**config.mk**
```make
export PLATFORM = sky130hd
export DESIGN_NAME = rtc_alarm_ctl
export DESIGN_NICKNAME = d
export VERILOG_FILES = /design/src/rtl/rtc_alarm_ctl.sv
export SDC_FILE = /design/constraint.sdc
export NUM_CORES = 1
export LEC_CHECK = 0
export CAP_MARGIN = 20
export CORE_MARGIN = 2
export CORE_UTILIZATION = 54
export DETAILED_ROUTE_END_ITERATION = 12
export PLACE_DENSITY = 0.86
export SLEW_MARGIN = 20
export SYNTH_ARGS = -nofsm -noshare
export SYNTH_HDL_FRONTEND = slang
export SYNTH_SLANG_ARGS = --single-unit
export TNS_END_PERCENT = 50
```
**constraint.sdc**
```tcl
create_clock -name clk -period 5.4 [get_ports clk]
set_clock_uncertainty 0.1 [all_clocks]
set_input_delay 1.62 -clock clk [delete_from_list [all_inputs] [get_ports clk]]
set_output_delay 1.62 -clock clk [all_outputs]
set_load 0.02 [all_outputs]
```
**src/rtl/rtc_alarm_ctl.sv**
```systemverilog
module rtc_alarm_ctl #(
  parameter int AW = 4
) (
  input  logic          clk,
  input  logic          rst_n,
  input  logic          reg_wr,
  input  logic [AW-1:0] reg_addr,
  input  logic [7:0]    reg_wdata,
  output logic [7:0]    reg_rdata,
  input  logic [6:0]    now_sec,
  input  logic [6:0]    now_min,
  input  logic [5:0]    now_hour,
  input  logic [2:0]    now_wday,
  input  logic [5:0]    now_day,
  input  logic [4:0]    now_mon,
  input  logic [7:0]    now_year,
  input  logic          sec_tick,
  input  logic          carry_evt,
  output logic          alm_irq,
  output logic          cry_irq
);

  localparam logic [AW-1:0] A_SEC  = AW'(0);
  localparam logic [AW-1:0] A_MIN  = AW'(1);
  localparam logic [AW-1:0] A_HOUR = AW'(2);
  localparam logic [AW-1:0] A_WDAY = AW'(3);
  localparam logic [AW-1:0] A_DAY  = AW'(4);
  localparam logic [AW-1:0] A_MON  = AW'(5);
  localparam logic [AW-1:0] A_YEAR = AW'(6);
  localparam logic [AW-1:0] A_YFEN = AW'(7);
  localparam logic [AW-1:0] A_CTL  = AW'(8);
  localparam logic [AW-1:0] A_CTL2 = AW'(9);

  logic [7:0] al_sec, al_min, al_hour, al_wday, al_day, al_mon, al_year;
  logic       yr_fld_en, yr_glb_en;
  logic       af, cf, aie, cie;

  wire ctl_wr = reg_wr && (reg_addr == A_CTL);
  wire yr_act = yr_fld_en && yr_glb_en;

  wire ok_sec  = !al_sec[7]  || (al_sec[6:0]  == now_sec);
  wire ok_min  = !al_min[7]  || (al_min[6:0]  == now_min);
  wire ok_hour = !al_hour[7] || (al_hour[5:0] == now_hour);
  wire ok_wday = !al_wday[7] || (al_wday[2:0] == now_wday);
  wire ok_day  = !al_day[7]  || (al_day[5:0]  == now_day);
  wire ok_mon  = !al_mon[7]  || (al_mon[4:0]  == now_mon);
  wire ok_year = !yr_act     || (al_year      == now_year);

  wire any_en = al_sec[7] | al_min[7] | al_hour[7] | al_wday[7] |
                al_day[7] | al_mon[7] | yr_act;
  wire hit = any_en & ok_sec & ok_min & ok_hour & ok_wday & ok_day & ok_mon & ok_year;

  always_ff @(posedge clk or negedge rst_n) begin
    if (!rst_n) begin
      al_sec    <= '0;
      al_min    <= '0;
      al_hour   <= '0;
      al_wday   <= '0;
      al_day    <= '0;
      al_mon    <= '0;
      al_year   <= '0;
      yr_fld_en <= 1'b0;
      yr_glb_en <= 1'b0;
    end else if (reg_wr) begin
      case (reg_addr)
        A_SEC:   al_sec    <= reg_wdata;
        A_MIN:   al_min    <= reg_wdata;
        A_HOUR:  al_hour   <= reg_wdata & 8'hBF;
        A_WDAY:  al_wday   <= reg_wdata & 8'h87;
        A_DAY:   al_day    <= reg_wdata & 8'hBF;
        A_MON:   al_mon    <= reg_wdata & 8'h9F;
        A_YEAR:  al_year   <= reg_wdata;
        A_YFEN:  yr_fld_en <= reg_wdata[7];
        A_CTL2:  yr_glb_en <= reg_wdata[0];
        default: ;
      endcase
    end
  end

  always_ff @(posedge clk or negedge rst_n) begin
    if (!rst_n) begin
      af  <= 1'b0;
      cf  <= 1'b0;
      aie <= 1'b0;
      cie <= 1'b0;
    end else begin
      if (sec_tick && hit)             af <= 1'b1;
      else if (ctl_wr && !reg_wdata[0]) af <= 1'b0;
      if (carry_evt)                   cf <= 1'b1;
      else if (ctl_wr && !reg_wdata[1]) cf <= 1'b0;
      if (ctl_wr) begin
        aie <= reg_wdata[4];
        cie <= reg_wdata[5];
      end
    end
  end

  always_comb begin
    case (reg_addr)
      A_SEC:   reg_rdata = al_sec;
      A_MIN:   reg_rdata = al_min;
      A_HOUR:  reg_rdata = al_hour;
      A_WDAY:  reg_rdata = al_wday;
      A_DAY:   reg_rdata = al_day;
      A_MON:   reg_rdata = al_mon;
      A_YEAR:  reg_rdata = al_year;
      A_YFEN:  reg_rdata = {yr_fld_en, 7'b0};
      A_CTL:   reg_rdata = {2'b00, cie, aie, 2'b00, cf, af};
      A_CTL2:  reg_rdata = {7'b0, yr_glb_en};
      default: reg_rdata = 8'h00;
    endcase
  end

  assign alm_irq = af & aie;
  assign cry_irq = cf & cie;

  AST_AF_NEEDS_TICK: assert property (@(posedge clk) disable iff (!rst_n)
    $rose(af) |-> $past(sec_tick));
  AST_AF_W1_KEEPS: assert property (@(posedge clk) disable iff (!rst_n)
    (ctl_wr && reg_wdata[0] && af) |=> af);
  AST_AF_W0_CLEARS: assert property (@(posedge clk) disable iff (!rst_n)
    (ctl_wr && !reg_wdata[0] && !sec_tick) |=> !af);
  AST_SET_BEATS_CLEAR: assert property (@(posedge clk) disable iff (!rst_n)
    (sec_tick && hit) |=> af);
  AST_NO_FIELD_NO_SET: assert property (@(posedge clk) disable iff (!rst_n)
    (!af && !any_en) |=> !af);
  AST_CF_NEEDS_EVT: assert property (@(posedge clk) disable iff (!rst_n)
    $rose(cf) |-> $past(carry_evt));
  AST_CRY_IRQ_ENABLE: assert property (@(posedge clk) disable iff (!rst_n)
    (ctl_wr && !reg_wdata[5]) |=> !cry_irq);

endmodule

```
# ---- Word-level counts from Yosys, hierarchy flattened
# Index checks and enable logic that the tools add are counted.
dict set report totals {
  register_bits 54
  input_bits 59
  out_inout_bits 10
  wordCells 82
}
dict set report classes {
  n_eq_ne 16
  mux 5
  bitwise_logic 15
  reduce_logical 33
}
# operator n
set ops {}
lappend ops {{8-bit one-hot mux with 10 select lines} 1}
lappend ops {{2-bit AND reduction} 9}
lappend ops {{4-bit by 3-bit equality test with 1-bit output, second input constant} 4}
lappend ops {{7-bit equality test} 2}
lappend ops {{6-bit equality test} 2}
lappend ops {{1-bit bitwise AND} 9}
lappend ops {{1-bit zero test} 9}
lappend ops {{4-bit by 2-bit equality test with 1-bit output, second input constant} 2}
lappend ops {{4-bit equality test, second input constant} 2}
lappend ops {{8-bit equality test} 1}
lappend ops {{1-bit logical OR} 7}
lappend ops {{1-bit OR} 6}
lappend ops {{5-bit equality test} 1}
lappend ops {{1-bit logical AND} 5}
lappend ops {{4-bit by 1-bit equality test with 1-bit output, second input constant} 1}
lappend ops {{4-bit zero test} 1}
lappend ops {{1-bit two-way mux} 4}
lappend ops {{2-bit nonzero test} 2}
lappend ops {{3-bit equality test} 1}

# ---- Logic depth before layout (Yosys ltp)
# Gate-level depths: netlist (run 1).
dict set report depth {
  ltp_word 15
  depth_mapped 6
  depth_no_buf 5
}

# ---- Worst setup path before layout (run 1)
# Ideal clock, no wire load.
dict set report synth_path {
  path_kind {input -> output}
  startpoint {input reg_addr[1]}
  endpoint {output reg_rdata[7]}
  arrival_ns 2.769
  required_time_ns 3.680
  slack_ns 0.911
  path_stages 6
  n_path_buf 2
  path_cell_list {buf_4 clkbuf_1 nand3_1 o21ai_0 mux2i_1 o21ai_0}
}
dict set report synth_between {
  elab_chain_len 2
  elab_cells_between_ends 11
  classes_between {9 x eq/ne; 1 x mux; 1 x reduce/logical}
}
# element line_no
set synth_rtl {}
lappend synth_rtl {{start: declaration} 7} ;# input logic [AW-1:0] reg_addr,
lappend synth_rtl {{4-bit equality test (tied with other cells)} 99} ;# case (reg_addr)
lappend synth_rtl {{8-bit one-hot mux with 10 select lines *} 99}
lappend synth_rtl {{end: declaration} 9} ;# output logic [7:0] reg_rdata,
# Every way passes the cells marked *; elsewhere a longest branch is shown, timed or not.

# ---- Worst setup path in the final report (run 1)
dict set report layout_path {
  startpoint {input reg_addr[0]}
  endpoint {output reg_rdata[2]}
}
# The elaborated chain is that of the path after synthesis.

==> results of run 1 <==
-- flip-flops by register name, summed over array words and instances (netlist names) --
name / flops
cie: 1
al_day: 7
al_year: 8
al_min: 8
af: 1
al_mon: 6
al_wday: 4
yr_glb_en: 1
cf: 1
yr_fld_en: 1
aie: 1
al_hour: 7
al_sec: 8
-- worst paths after layout --
path / startpoint / end / slack, ns / cells past startpoint
worst min register to register: cie / cie / 0.44 / 1
worst max-delay path: reg_addr[0] / reg_rdata[2] / 0.06 / 8
worst max register to register: al_day[7] / af / 3.51 / 5
min in group asynchronous: rst_n / al_min[5] / 1.32 / 2
worst min-delay path: cie / cie / 0.44 / 1
max in group asynchronous: rst_n / al_wday[1] / 3.42 / 2
-- power by group --
part / internal (uW) / switching [uW]
Combinational: 215 / 142
Clock: 118 / 136
Sequential: 497 / 111
-- logic make-up after synthesis --
kind of cell              after synthesis
xor gates and xnor gates               42
muxes                                  59
buffers and inverters                   9
and+or+nand+nor                        62
AOI/OAI and AO/OA                      34
DFF                                    54
-- layout make-up --
type                            instances  area [um2]  share of cell area (%)
Timing Repair Buffer                   83         811                    20.1
Inverter                                2        7.51                   0.186
Clock inverter                          1        8.76                   0.217
Multi-Input combinational cell        197        1660                    41.3
Tap cell                               72        90.1                    2.24
Clock buffer                            7        96.3                    2.39
Sequential cell                        54        1350                    33.5
-- routing by layer --
layer	track usage (%)	up-vias
li1	-	1120
met1	36.2	1183
met2	48.6	93
met3	5.23	14
met4	9.66	0
met5	0	-
-- critical path, delay by kind of cell --
family	cells	cell delay [ns]
compound gates	1	0.32
buf+inv	4	1.31
simple gates	3	0.35
-- metrics by stage --
step                      utilization, %  cell area, um2  worst slack [ns]  power, uW  hold slack, ns
final                               73.6            4030            0.0644       1220           0.440
after global routing                73.6            4030           0.00325       1270           0.467
after CTS                           73.3            4010           0.00194       1220           0.439
after detailed placement            71.4            3910           0.00251        971           0.418
after global placement              71.4            3910            0.0255        958           0.410
after floorplan                        -            3050             0.911        800           0.382
-- layout by cell type (no fill, tap or decap), drive strengths merged, types with 4 or more instances in the layout --
| cell type | Yosys | final |
|---|---|---|
| a21oi | 6 | 6 |
| a22oi | 4 | 4 |
| buf | 5 | 16 |
| clkbuf | 2 | 7 |
| clkdlybuf4s50 | 0 | 63 |
| dfrtp | 54 | 54 |
| dlymetal6s2s | 0 | 4 |
| mux2 | 52 | 52 |
| mux2i | 5 | 5 |
| nand2 | 19 | 19 |
| nand3 | 9 | 9 |
| nand4 | 8 | 8 |
| nor2 | 10 | 10 |
| o21ai | 8 | 8 |
| xnor2 | 30 | 30 |
| xor2 | 12 | 12 |
-- what timing repair did --
action / CTS / global route
gates resized for setup: 0 / 5
setup buffers: 0 / 0
setup endpoints to repair: 0 / 7
==> out/results.txt, run 1 <==
outcome - finished clean
Mapped Nets - 319
total power divided by cell area - 302 nW/um2
Fmax - 187 MHz
final net count - 402
Die Area - 6270 um2
Ant. Diodes - 0
Final period util - 98.8%
Slew HR - 54.4%
simple-gate share of the synthesized area - 12.2%
Mapped Avg Cell Area - 11.7 um2
Core Region - 5470 um2
worst skew pair latency - 0.31 ns
Slew Viols, Final - 0
vias per inst - 5.79
first-pass GRT wire length - 13200 um
largest net degree at the start of global routing - 55
fill cell count - 431
clock tree from TritonCTS - done
Worst-path clk slew - 0.10 ns
asr flop ratio synth - 100%
Synth Flop Type - dfrtp_1
met3 wire length - 586 um
Starting Density - 55.8%
largest cells by area after synthesis - dfrtp_1 (44%), mux2_2 (19%), xnor2_1 (8.6%)
max layer used - met4
die width - 79.2 um
most common cell in the netlist - dfrtp_1
Synth top area share - 44.2%
Placed Instances - 408
largest area contributor in the netlist - dfrtp_1
HP Class - reg -> reg
synthesized flop and latch total - 54
initial antenna violation count - 0
WP data required - 3.68 ns
mapped cell area - 3050 um2
IO buf count - 68
grt total ovfl - 0
Critical Path AT - 3.62 ns
I/O Pins - 69
Fin. Hold Viols - 0
post-synthesis mux area share - 22.3%
Worst Max-Slew Pin Slew - 0.684 ns
GP Congestion - 0.951
M1 WL - 3490 um
Post-synth EDFFs - 0
metal2 WL - 4140 um
Total GRT Usage - 28.4%
Die Y - 79.2 um
CP cell instances - clkdlybuf4s50_1, buf_12, inv_1, nand2_2, nor2_4, a221oi_1, nand2_1, clkdlybuf4s50_1
post-DP HPWL - 6480 um
TNS Setup - 0 ns
CTS sink count - 54
drt first pass iters - 4
Max-Cap Viols - 0
endpoints failing setup - 0
vias in the first global route - 2537
DRT antenna net count - 0
CP Class - in -> out
adder-cell share of the synthesized area - 0%
CP dominant cell by count - clkdlybuf4s50_1
slowest CP cell - clkdlybuf4s50_1
Vias - 2410
CTS Buf Count - 5
cells after synthesis - 260
VDD IR-drop max - 0.187 mV
Post-CTS Hold Buffers - 0
DRC Markers - 0
Yosys warnings - 0
largest family of logic cells by synthesized area - multiplexers
CP Max Fanout - 19
CP max stage delay - 0.55 ns
First DRT Iteration DRCs - 149
CTS H-tree lvls - 2
most frequent cells after synthesis - dfrtp_1 (54), mux2_2 (52), xnor2_1 (30)
fin crit period - 5.34 ns
drt total wl - 8370 um
Layout Cells excl Fill - 416
register area share after synthesis - 44.2%
Post-Synth XOR/XNOR Area - 12.0%
maximum clock path buffer count - 2
share of cells above drive strength 1 - 26.7%
Routed wire per std cell - 20.1 um
Crit. End Element - output pin
Startpoint Class - input pin
compound-gate portion of the synthesized area - 7.70%
clk root buf - clkbuf_8
Yosys cell types - 39
RSZ-0062 raised after global routing - false
P&R area growth vs syn - 31.9%
Lkg Pwr - 0.00166 uW
Core Rows - 27
No activity file was read; power rests on OpenSTA's default activity.
==> run 2: changes to the inputs <==
CAP_MARGIN = unset   (was 20)
GPL_TIMING_DRIVEN = 0   (was unset)
==> run 2 against run 1 <==
Compared with the run above: the run now ends with setup timing left; die area unchanged; core utilization decreased by 2.1 points; sequential cell count unchanged; global-route usage increased by 0.39 points; worst setup slack got worse by 0.11 ns; critical path depth decreased by 1; combinational power decreased by 2%; cell count decreased by 1.9%; count of clock-buffer cells in the layout decreased by 1; clock power decreased by 10%; largest cell class unchanged.
==> out/results.txt, run 2 (synthesized netlist as in run 1, its figures left out) <==
outcome - finished with violations
failing checks - setup timing
Critical Path Start - reg_addr[2]
min-delay src - af
Final Util - 71.5%
WP data required - 3.68 ns
I/O Pins - 69
Worst Max-Slew Pin Slew - 0.668 ns
Fin. Hold Viols - 0
Total GRT Usage - 28.7%
drt total wl - 8370 um
commonest cells after routing, fill and taps aside - clkdlybuf4s50_1 (62), dfrtp_1 (54), mux2_2 (52)
Critical Path AT - 3.72 ns
Slew HR - 55.4%
First DRT Iteration DRCs - 133
vias in the first global route - 2571
DRC Markers - 0
die width - 79.2 um
commonest non-fill, non-tap cell in the layout - clkdlybuf4s50_1
RSZ-0062 raised after global routing - true
design area - 3910 um2
IO buf count - 65
maximum clock path buffer count - 2
Final period util - 101%
total power divided by cell area - 303 nW/um2
Starting Density - 55.8%
CP Max Fanout - 10
CTS Buf Count - 5
Post-DP Area - 3790 um2
Fmax - 184 MHz
Ant. Diodes - 0
GP Congestion - 0.958
Core Region - 5470 um2
Worst-path clk slew - 0.09 ns
TNS Setup - -0.0418 ns
vias per inst - 6.00
Lkg Pwr - 0.00158 uW
Die Y - 79.2 um
Max-Cap Viols - 0
post-DP HPWL - 6310 um
worst skew pair latency - 0.31 ns
endpoints failing setup - 1
Vias - 2448
initial antenna violation count - 0
CP Class - in -> out
drt first pass iters - 4
clk root buf - clkbuf_8
Startpoint Class - input pin
clock tree from TritonCTS - done
largest net degree at the start of global routing - 55
VDD IR-drop max - 0.175 mV
CTS sink count - 54
first-pass GRT wire length - 13300 um
final net count - 394
Final WS setup - -0.0418 ns
Routed wire per std cell - 20.5 um
Crit. End Element - output pin
HP Class - reg -> reg
share of cells above drive strength 1 - 25.6%
Top Registers - al_min x8, al_sec x8, al_year x8
fin crit period - 5.44 ns
P&R area growth vs syn - 28.1%
CTS H-tree lvls - 2
Core Rows - 27
Slew Viols, Final - 0
Die Area - 6270 um2
grt total ovfl - 0
DRT antenna net count - 0
worst r2r src - al_day[7]
[run 2: layout make-up]
type	count	area (um2)
Clock inverter	2	13.8
Inverter	2	7.51
Sequential cell	54	1350
Buffer	7	38.8
Timing Repair Buffer	68	672
Multi-Input combinational cell	197	1670
Tap cell	72	90.1
Fill cell	425	1560
Clock buffer	6	72.6
[run 2: final timing paths]
path,to,slack (ns),cells after the start
worst max register to register,af,3.59,5
max in group asynchronous,al_mon[3],3.53,1
worst min-delay path,af,0.45,2
min in group asynchronous,al_min[0],1.22,1
worst min register to register,af,0.45,2
worst max-delay path,reg_rdata[2],-0.04,7
[run 2: worst max-delay path, stage by stage]
cell and delay [ns]:
clkdlybuf4s50_1 0.60, buf_2 0.27, nand4b_1 0.14, a21oi_1 0.12
a221oi_2 0.29, nand2_1 0.12, clkdlybuf4s50_1 0.55
[run 2: where the power goes]
part	leakage [uW]	internal [uW]	total, uW	switching, uW
registers	0.000656	497	606	109
clock network	0.0000452	91.9	227	135
logic	0.000876	209	351	142
[run 2: layer usage]
metal / wire, um / global-route usage (%) / up-vias
li1: - / - / 1108
met1: 3520 / 38.6 / 1212
met2: 4080 / 45.3 / 105
met3: 495 / 4.89 / 23
met4: 282 / 14.0 / 0
met5: 0 / 0 / -
[run 2: stage by stage]
stage / cells / setup slack, ns / hold slack (ns) / total power [uW]
after detailed placement: 397 / -0.227 / 0.426 / 960
final: 408 / -0.0418 / 0.449 / 1180
after floorplan: 260 / 0.911 / 0.382 / 800
after global placement: 397 / -0.172 / 0.406 / 945
after global routing: 408 / -0.0706 / 0.469 / 1240
after CTS: 405 / -0.00109 / 0.447 / 1180
[run 2: timing repair]
item,CTS,global route
hold buffers,0,0
gates cloned,0,0
setup endpoints to repair,3,3
buffers inserted,0,3
resized for setup,4,2
pin swaps,0,1
==> run 3: changes to the inputs <==
MAX_ROUTING_LAYER = met4   (was unset)
==> run 3 against run 2 <==
Compared with the run above: the flow still finishes with violations (setup timing); die area unchanged; sequential cell count unchanged; worst hold slack got worse by 0.0016 ns; via count increased by 0.16%; combinational power about the same; wire length increased by 1.9%; cell area increased by 0.96%; critical path depth unchanged; clock power increased by 11%; sequential share of layout area decreased by 0.33 points.
==> out/results.txt, run 3 (synthesized netlist as in run 1, its figures left out) <==
Crit. End Element - output pin
maximum clock path buffer count - 2
Hold Crit Endpoint - af
Die Area - 6270 um2
Final Util - 72.2%
HP Class - reg -> reg
total power - 1210 uW
vias per inst - 6.00
drt first pass iters - 4
GP Congestion - 0.923
Layout Cells excl Fill - 409
Ant. Diodes - 0
drt total wl - 8530 um
Max-Cap Viols - 0
endpoints failing setup - 1
Slew Viols, Final - 0
share of cells above drive strength 1 - 26.4%
Fmax - 185 MHz
Routed wire per std cell - 20.8 um
commonest cells after routing, fill and taps aside - clkdlybuf4s50_1 (59), dfrtp_1 (54), mux2_2 (52)
Top Registers - al_min x8, al_sec x8, al_year x8
Startpoint Class - input pin
Die Y - 79.2 um
largest net degree at the start of global routing - 55
Final WS setup - -0.00167 ns
Worst R2R Setup Slack - 3.56 ns
Critical Path AT - 3.68 ns
failing checks - setup timing
RSZ-0062 raised after global routing - true
clk root buf - clkbuf_8
IO buf count - 65
Vias - 2452
Post-CTS Hold Buffers - 0
I/O Pins - 69
Worst R2R End - af
Final period util - 100%
final net count - 395
Core Region - 5470 um2
Slew HR - 53.3%
Starting Density - 55.8%
first-pass GRT wire length - 13200 um
DRT antenna net count - 0
post-DP HPWL - 6480 um
CP Class - in -> out
worst r2r src - al_day[7]
min-delay src - af
outcome - finished with violations
CTS H-tree lvls - 2
Critical Path Start - reg_addr[2]
First DRT Iteration DRCs - 229
Core Rows - 27
Reg2Reg Depth - 5
commonest non-fill, non-tap cell in the layout - clkdlybuf4s50_1
vias in the first global route - 2474
die width - 79.2 um
total power divided by cell area - 306 nW/um2
CTS Buf Count - 5
worst skew pair latency - 0.31 ns
Post-DP Area - 3790 um2
DRC Markers - 0
Fin. Hold Viols - 0
VDD IR-drop max - 0.194 mV
clock tree from TritonCTS - done
CTS sink count - 54
Hold Path Cell Cnt - 2
Worst-path clk slew - 0.09 ns
CP Max Fanout - 5
Worst Max-Slew Pin Slew - 0.700 ns
P&R area growth vs syn - 29.3%
initial antenna violation count - 0
design area - 3950 um2
Lkg Pwr - 0.00164 uW
Total GRT Usage - 28.8%
WP data required - 3.68 ns
fin crit period - 5.40 ns
Placed Instances - 397
grt total ovfl - 0
run 3: final cells by class:
type	instances	area [um2]
Buffer	7	38.8
Sequential cell	54	1350
Multi-Input combinational cell	197	1670
Fill cell	428	1520
Clock buffer	7	96.3
Clock inverter	1	8.76
Inverter	2	7.51
Timing Repair Buffer	69	687
Tap cell	72	90.1
run 3: per-layer routing:
metal | track usage (%) | vias to the layer above | share of wire [%]
met3 | 5.00 | 14 | 7.1
met2 | 47.6 | 116 | 50
met5 | - | - | 0
li1 | - | 1096 | -
met4 | 6.72 | 0 | 1.8
met1 | 37.4 | 1226 | 41
run 3: worst max-delay path, cell delays in order:
cell,delay (ns)
clkdlybuf4s50_1,0.53
nand2b_2,0.24
nor3_4,0.07
buf_4,0.16
a221oi_1,0.39
nand2_1,0.11
clkdlybuf4s50_1,0.56
run 3: how the worst max path moves through the flow:
stage	to	depth (start not counted)
floorplan	reg_rdata[7]	6
global placement	reg_rdata[2]	7
detailed placement	reg_rdata[2]	7
CTS	reg_rdata[4]	8
global route	reg_rdata[5]	7
finish	reg_rdata[5]	7
run 3: through the flow:
step	setup TNS, ns	hold slack (ns)	setup WS, ns
6_report	-0.00167	0.447	-0.00167
5_1_grt	-0.0500	0.486	-0.0500
4_1_cts	-0.0505	0.443	-0.0505
3_5_place_dp	-0.388	0.421	-0.166
3_3_place_gp	-0.342	0.406	-0.174
2_1_floorplan	0	0.382	0.911
run 3: power breakdown:
part	internal (uW)	leakage, uW	switching, uW
combinational	209	0.000931	144
clock	118	0.0000544	134
sequential	497	0.000656	108
run 3: what timing repair did:
| item | 4_1_cts | 5_1_grt |
|---|---|---|
| resized for setup | 3 | 6 |
| endpoints found under the setup margin | 3 | 4 |
| buffers inserted | 0 | 4 |
| pin swaps | 0 | 2 |
